## src/rtl/mag_pkg.sv

```systemverilog
package mag_pkg;

  // How much of a bank's byte range is backed by storage
  typedef enum logic [1:0] {
    SPAN_NONE = 2'd0,
    SPAN_LOW  = 2'd1,
    SPAN_FULL = 2'd2
  } span_e;

  localparam int unsigned CFG_BANK = 0;

  function automatic span_e bank_span(input int unsigned idx);
    case (idx)
      0:       return SPAN_LOW;
      1:       return SPAN_NONE;
      2:       return SPAN_FULL;
      3:       return SPAN_LOW;
      4:       return SPAN_FULL;
      default: return SPAN_NONE;
    endcase
  endfunction

endpackage

```

## src/rtl/mag_addr_decode.sv

```systemverilog
module mag_addr_decode
  import mag_pkg::*;
#(
  parameter int DEV_W     = 7,
  parameter int ADDR_W    = 8,
  parameter int BANK_W    = 3,
  parameter int NUM_BANKS = 5,
  parameter int FAMILY_ID = 10,
  parameter int PROT_OFS  = 126,
  parameter int PASS_OFS  = 127
) (
  input  logic [DEV_W-1:0]  dev_addr,
  input  logic [ADDR_W-1:0] byte_addr,
  output logic              hit,
  output logic              cfg_hit,
  output logic              prot_byte,
  output logic              pass_byte,
  output logic [BANK_W-1:0] bank_sel
);
  localparam int FAM_W = DEV_W - BANK_W;

  logic                 fam_ok;
  logic                 low_half;
  logic [NUM_BANKS-1:0] hit_vec;

  assign bank_sel = dev_addr[BANK_W-1:0];
  assign fam_ok   = (dev_addr[DEV_W-1:BANK_W] == FAM_W'(FAMILY_ID));
  assign low_half = ~byte_addr[ADDR_W-1];

  for (genvar b = 0; b < NUM_BANKS; b++) begin : g_bank
    localparam span_e SPAN = bank_span(b);
    if (SPAN == SPAN_FULL) begin : g_full
      assign hit_vec[b] = fam_ok && (bank_sel == BANK_W'(b));
    end else if (SPAN == SPAN_LOW) begin : g_low
      assign hit_vec[b] = fam_ok && (bank_sel == BANK_W'(b)) && low_half;
    end else begin : g_none
      assign hit_vec[b] = 1'b0;
    end
  end

  assign hit       = |hit_vec;
  assign cfg_hit   = hit_vec[CFG_BANK];
  assign prot_byte = cfg_hit && (byte_addr == ADDR_W'(PROT_OFS));
  assign pass_byte = cfg_hit && (byte_addr == ADDR_W'(PASS_OFS));
endmodule

```

## src/rtl/mag_policy.sv

```systemverilog
module mag_policy (
  input  logic wp_pin,
  input  logic vol_protect,
  input  logic req_write,
  input  logic cfg_hit,
  output logic permit
);
  logic locked;

  // Pin low locks regardless of the bit; bit set locks regardless of the pin
  assign locked = ~wp_pin | vol_protect;
  assign permit = ~locked | (cfg_hit & ~req_write);
endmodule

```

## src/rtl/mag_protect_regs.sv

```systemverilog
module mag_protect_regs #(
  parameter int DATA_W = 8
) (
  input  logic              clk,
  input  logic              rst,
  input  logic              nv_protect,
  input  logic [DATA_W-1:0] nv_passwd,
  input  logic              wr_prot,
  input  logic              wr_pass,
  input  logic [DATA_W-1:0] wdata,
  output logic              vol_protect
);
  logic [DATA_W-1:0] passwd_q;
  logic              pass_ok;

  assign pass_ok = (passwd_q == nv_passwd);

  always_ff @(posedge clk) begin
    if (rst) begin
      vol_protect <= nv_protect;
      passwd_q    <= '0;
    end else begin
      if (wr_pass)            passwd_q    <= wdata;
      if (wr_prot && pass_ok) vol_protect <= wdata[0];
    end
  end
endmodule

```

## src/rtl/mem_access_gate.sv

```systemverilog
module mem_access_gate #(
  parameter int DEV_W     = 7,
  parameter int ADDR_W    = 8,
  parameter int DATA_W    = 8,
  parameter int BANK_W    = 3,
  parameter int NUM_BANKS = 5,
  parameter int FAMILY_ID = 10,
  parameter int PROT_OFS  = 126,
  parameter int PASS_OFS  = 127
) (
  input  logic              clk,
  input  logic              rst,
  input  logic              req_valid,
  input  logic              req_write,
  input  logic [DEV_W-1:0]  dev_addr,
  input  logic [ADDR_W-1:0] byte_addr,
  input  logic [DATA_W-1:0] wdata,
  input  logic              wp_pin,
  input  logic              nv_protect,
  input  logic [DATA_W-1:0] nv_passwd,
  output logic              ack,
  output logic              grant,
  output logic [BANK_W-1:0] bank_idx,
  output logic [DATA_W-1:0] rdata,
  output logic              vol_protect
);
  logic              hit, cfg_hit, prot_byte, pass_byte, permit;
  logic              take, wr_ok;
  logic [BANK_W-1:0] bank_sel;

  mag_addr_decode #(
    .DEV_W(DEV_W), .ADDR_W(ADDR_W), .BANK_W(BANK_W), .NUM_BANKS(NUM_BANKS),
    .FAMILY_ID(FAMILY_ID), .PROT_OFS(PROT_OFS), .PASS_OFS(PASS_OFS)
  ) u_decode (
    .dev_addr (dev_addr),
    .byte_addr(byte_addr),
    .hit      (hit),
    .cfg_hit  (cfg_hit),
    .prot_byte(prot_byte),
    .pass_byte(pass_byte),
    .bank_sel (bank_sel)
  );

  mag_policy u_policy (
    .wp_pin     (wp_pin),
    .vol_protect(vol_protect),
    .req_write  (req_write),
    .cfg_hit    (cfg_hit),
    .permit     (permit)
  );

  assign take  = req_valid & hit & permit;
  assign wr_ok = take & req_write;

  mag_protect_regs #(.DATA_W(DATA_W)) u_regs (
    .clk        (clk),
    .rst        (rst),
    .nv_protect (nv_protect),
    .nv_passwd  (nv_passwd),
    .wr_prot    (wr_ok & prot_byte),
    .wr_pass    (wr_ok & pass_byte),
    .wdata      (wdata),
    .vol_protect(vol_protect)
  );

  always_ff @(posedge clk) begin
    if (rst) begin
      ack      <= 1'b0;
      grant    <= 1'b0;
      bank_idx <= '0;
      rdata    <= '0;
    end else begin
      ack      <= req_valid & hit;
      grant    <= take;
      bank_idx <= (req_valid & hit) ? bank_sel : '0;
      // Password byte never reads back; only the lock bit is visible
      rdata    <= (take & ~req_write & prot_byte) ? DATA_W'(vol_protect) : '0;
    end
  end
endmodule

```

## config.mk

```make
export PLATFORM = sky130hd
export DESIGN_NAME = mem_access_gate
export DESIGN_NICKNAME = d
export VERILOG_FILES = /design/src/rtl/mag_pkg.sv /design/src/rtl/mag_addr_decode.sv /design/src/rtl/mag_policy.sv /design/src/rtl/mag_protect_regs.sv /design/src/rtl/mem_access_gate.sv
export SDC_FILE = /design/constraint.sdc
export NUM_CORES = 1
export LEC_CHECK = 0
export BUFFER_PORTS_ARGS = -buffer_cell sky130_fd_sc_hd__buf_2
export CORE_UTILIZATION = 43
export DETAILED_ROUTE_END_ITERATION = 16
export GPL_ROUTABILITY_DRIVEN = 0
export PLACE_DENSITY = 0.79
export SLEW_MARGIN = 20
export SYNTH_ARGS = -nofsm -noshare
export SYNTH_HDL_FRONTEND = slang
export SYNTH_SLANG_ARGS = --single-unit
```

## constraint.sdc

```tcl
create_clock -name clk -period 1.75 [get_ports clk]
set_input_delay 0.35 -clock clk [delete_from_list [all_inputs] [get_ports clk]]
set_output_delay 0.35 -clock clk [all_outputs]
set_load 0.02 [all_outputs]
```

== After elaboration in Yosys (flattened, before gate mapping) ==
Index checks and enable logic that the tools add are counted.

* Output and inout port bits: 14
* Input bits: 37
* Bits in registers: 22

* Eq/ne operators: 7
* Reduce and logical (&&, ||, !) cells: 14
* Muxes and demuxes: 2
* Bitwise logic cells: 16

{| class="wikitable"
|+ Operator list
! operator !! number
|-
| == test 8 x 7 -> 1 bit, second input constant || 2
|-
| logical AND 1 bit || 9
|-
| bitwise AND 1 bit || 8
|-
| == test 8 bit || 1
|-
| == test 3 x 2 -> 1 bit, second input constant || 2
|-
| NOT 1 bit || 6
|-
| == test 4 bit, second input constant || 1
|-
| OR reduction 2 bit || 2
|-
| OR reduction 4 bit || 1
|-
| == test 3 bit, second input constant || 1
|-
| zero test 3 bit || 1
|-
| 2-to-1 mux 1 bit || 2
|-
| bitwise OR 1 bit || 2
|-
| nonzero test 2 bit || 1
|}

== Depth between registers and ports, before layout ==
* Word-level depth: 11
* Depth in mapped cells: 4

== Hierarchy ==
From an unflattened synthesis, not the netlist that was laid out.

* Cell total of the unflattened synthesis: 82
* Area total of the unflattened synthesis: 794.5 µm²

{| class="wikitable"
|+ Modules (own cells, without submodules)
! module !! cells an instance !! area each (µm²) !! times used
|-
| mag_protect_regs || 39 || 412.9 || 1
|-
| mem_access_gate || 26 || 250.2 || 1
|-
| mag_addr_decode || 14 || 111.4 || 1
|-
| mag_policy || 3 || 20.0 || 1
|}

== Worst setup path after synthesis ==
OpenSTA, ideal clock, no wires.

* Path type: register to register
* Start: register u_regs.vol_protect
* End: register u_regs.passwd_q[0]
* Data required time: 1,678 ps
* Setup slack: 59 ps
* Path buffers: 0
* Data arrival time: 1,619 ps
* Cell stages (with the launch flop): 5
* Path through: edfxtp_1 -> and2b_1 -> nand4_2 -> nor4_4 -> mux2i_1

* Word-level cells in the longest chain between the ends: 6

{| class="wikitable"
|+ Ends and longest elaborated chain
! what !! line !! RTL
|-
| from (decl) || mag_protect_regs.sv:11 || <nowiki>output logic vol_protect</nowiki>
|-
| from (signal assigned) || mag_protect_regs.sv:20 || <nowiki>vol_protect <= nv_protect;</nowiki>
|-
| from (signal assigned) || mag_protect_regs.sv:24 || <nowiki>if (wr_prot && pass_ok) vol_protect <= wdata[0];</nowiki>
|-
| bitwise OR 1 bit || mag_policy.sv:11 || <nowiki>assign locked = ~wp_pin | vol_protect;</nowiki>
|-
| NOT 1 bit || mag_policy.sv:12 || <nowiki>assign permit = ~locked | (cfg_hit & ~req_write);</nowiki>
|-
| bitwise OR 1 bit || mag_policy.sv:12 ||
|-
| bitwise AND 1 bit || mem_access_gate.sv:52 || <nowiki>assign take = req_valid & hit & permit;</nowiki>
|-
| bitwise AND 1 bit || mem_access_gate.sv:53 || <nowiki>assign wr_ok = take & req_write;</nowiki>
|-
| bitwise AND 1 bit || mem_access_gate.sv:61 || <nowiki>.wr_pass (wr_ok & pass_byte),</nowiki>
|-
| to (signal assigned) || mag_protect_regs.sv:23 || <nowiki>if (wr_pass) passwd_q <= wdata;</nowiki>
|-
| to (decl) || mag_protect_regs.sv:13 || <nowiki>logic [DATA_W-1:0] passwd_q;</nowiki>
|}

Every way passes these cells.
A chain may end at the register's enable or synchronous reset.

== Worst setup path in the final report ==
* Start: register u_regs.vol_protect
* End: register u_regs.passwd_q[1]

Same word-level chain as after synthesis.

==> impl_metrics.tcl <==
set metrics [dict create \
    cts_resized 0 \
    period_share_pct 86.0 \
    synth.yosys.seq_area_share_pct 35.0 \
    clock.fmax_mhz 664 \
    syn2layout_area_growth_pct 29.9 \
    worst_path_max_delay_cell "edfxtp_1" \
    ioPinCount 51 \
    hold_buffers 0 \
    finalNonFillerCells 162 \
    drtPass1Iterations 4 \
    critPathKind "reg2reg" \
    yosysUniqueCellTypes 27 \
    crit_buf_inv 1 \
    critPathCaptureType "flop" \
    rrSetupSlack_ns 0.24 \
    path_clk_slew_ns 0.09 \
    diodes 0 \
    holdPathStages 3 \
    cts_root_buf "clkbuf_4" \
    rsz0062_at_grt "false" \
    critPathArrivalTime_ns 1.71 \
    drive_gt1_share_pct 40.7 \
    row_count 16 \
    die_h_um 47.4 \
    dp_cells 158 \
    clkLatencyLatePin_ns 0.27 \
    final_max_slew_viol_count 0 \
    cts_sinks 15 \
    synth_cells 89 \
    hp-start "wdata[7]" \
    num-nets-final 173 \
    grt_overflow 0 \
    grt_pass1_wl_um 2520 \
    peakVddDrop_uv 339 \
    ant_nets 0 \
    worst_r2r_endpoint "u_regs.passwd_q[1]" \
    powerDensity_mw_per_mm2 569 \
    grt_max_degree 20 \
    cp_num_cells 5 \
    antenna_found_initial 0 \
    leakagePower_uw 0.000506 \
    min_path_type "in2reg" \
    reg2reg_depth 5 \
    final_common_cell "buf_2" \
    core_area_sq_mm 0.00194 \
    yosys_warnings 0 \
    final_cell_mix "buf_2, nand2b_1, dfxtp_1, xnor2_1, mux2i_1" \
    finalCriticalPeriod_ns 1.51 \
    dieArea_sq_mm 0.00225 \
    cts_buffers 3 \
    whs_ns 0.329 \
    fin_worst_skew_ns 0.00143 \
    finalSetupTns_ns 0 \
    dp_hpwl_um 1330 \
    cp_cell_sequence "and2b_1 > nand4_2 > nor4_4 > buf_12 > mux2i_1" \
    cts_max_level 1 \
    worstReg2RegStart "u_regs.vol_protect" \
    start_util_pct 45.6 \
    critPathMaxStageDelay_ns 0.39 \
    cp.required_ns 1.95 \
    port_buffers 43 \
    finalWirelength_um 1620 \
    status "finished, final reports clean" \
    fillers 184 \
    grt_pass1_vias 677 \
    whs_endpoint "u_regs.passwd_q[7]" \
    critical_path.top_delay_family "simple AND/OR/NAND/NOR gates" \
    syn-cell-area_sq_um 886 \
    cp-start-kind "flop" \
    setup_viol 0 \
    routed-via-count 738 \
    drtIter0Drc 5 \
    fp.dieW_um 47.4 \
    wire_per_inst_um 9.99 \
    postCtsSetupBuffers 0 \
    final_util_pct 59.3 \
    ys_ff_latch 15 \
    vias_per_cell 4.56 \
    hold_viol 0 \
    syn_area_per_cell_sq_um 9.95 \
    cts_tree "built" \
    max-cap-violations 0 \
    crit_fanout 8 \
    cts_buffer_depth 2 \
    grt_use_total_pct 15.6 \
    drc 0 \
]
==> state kept, by name, indices dropped and copies added (netlist names) <==
register	cells
ack	1
bank_idx	3
grant	1
rdata	1
u_regs.passwd_q	8
u_regs.vol_protect	1
==> cell type report <==
| cell class | count | area [sq um] | area share (%) |
|---|---|---|---|
| Multi-Input combinational cell | 70 | 534 | 46.4 |
| Sequential cell | 15 | 310 | 27.0 |
| Timing Repair Buffer | 45 | 243 | 21.1 |
| Tap cell | 27 | 33.8 | 2.93 |
| Clock buffer | 4 | 26.3 | 2.28 |
| Inverter | 1 | 3.75 | 0.326 |
==> through the flow <==
stage	setup WS, ns	total power [uW]	area (sq um)
floorplan	0.0593	428	908
global placement	0.0701	470	1120
detailed placement	0.0379	473	1120
CTS	0.226	663	1150
global route	0.111	690	1150
finish	0.245	655	1150
==> synth_stat cells <==
master	n	area share [%]
and2_1	3	2.1
nor2_1	2	0.85
nand3_1	1	0.56
buf_4	7	5.9
nand4_2	2	2.8
nand2_1	4	1.7
and4b_1	1	1.1
o21a_1	1	0.85
conb_1	1	0.42
a22o_1	1	0.99
nand2b_1	17	12
nand4_1	3	2.1
mux2i_1	8	9.0
dfxtp_1	14	32
nor3_1	2	1.1
xnor2_1	8	7.9
nor4b_4	1	2.7
and4_1	2	2.0
nor4_4	2	4.8
a31o_2	1	0.99
or2b_1	1	0.85
a21oi_1	1	0.56
and4bb_2	1	1.4
inv_1	1	0.42
clkbuf_1	2	0.85
edfxtp_1	1	3.4
and2b_1	1	0.85
==> power by group <==
part           total, uW  internal [uW]  leakage (uW)  switching (uW)
Sequential           349            348      0.000122            1.08
Combinational        116           56.4      0.000369            59.2
Clock                191           88.1     0.0000150             103
Total                655            492      0.000506             163
==> cell families after synthesis <==
group / synth area share [%]
flops: 35.0
xor+xnor: 7.91
mux: 9.04
compound gates: 3.39
simple gates: 37.0
buf+inv: 7.20
other cells: 0.423
==> how the worst max path moves through the flow <==
stage                  startpoint                  to
2_1_floorplan  u_regs.vol_protect  u_regs.passwd_q[0]
3_3_place_gp          dev_addr[3]  u_regs.vol_protect
3_5_place_dp          dev_addr[3]            rdata[0]
4_1_cts        u_regs.vol_protect  u_regs.passwd_q[6]
5_1_grt        u_regs.vol_protect  u_regs.passwd_q[7]
6_report       u_regs.vol_protect  u_regs.passwd_q[1]
==> tightest hold or removal path: cells and delay by family <==
family                 cells  cell delay (ns)
AND/OR/NAND/NOR            1             0.05
buffers and inverters      1             0.09
multiplexers               1             0.06
==> metal layers <==
metal  GRT usage, %  up-vias  wire length [um]
met5              0        -                 0
met3           2.69        2               133
li1               -      383                 -
met1           17.8      314               676
met4           5.71        0                 6
met2           28.8       39               801
(Power assumes the default switching activity.)
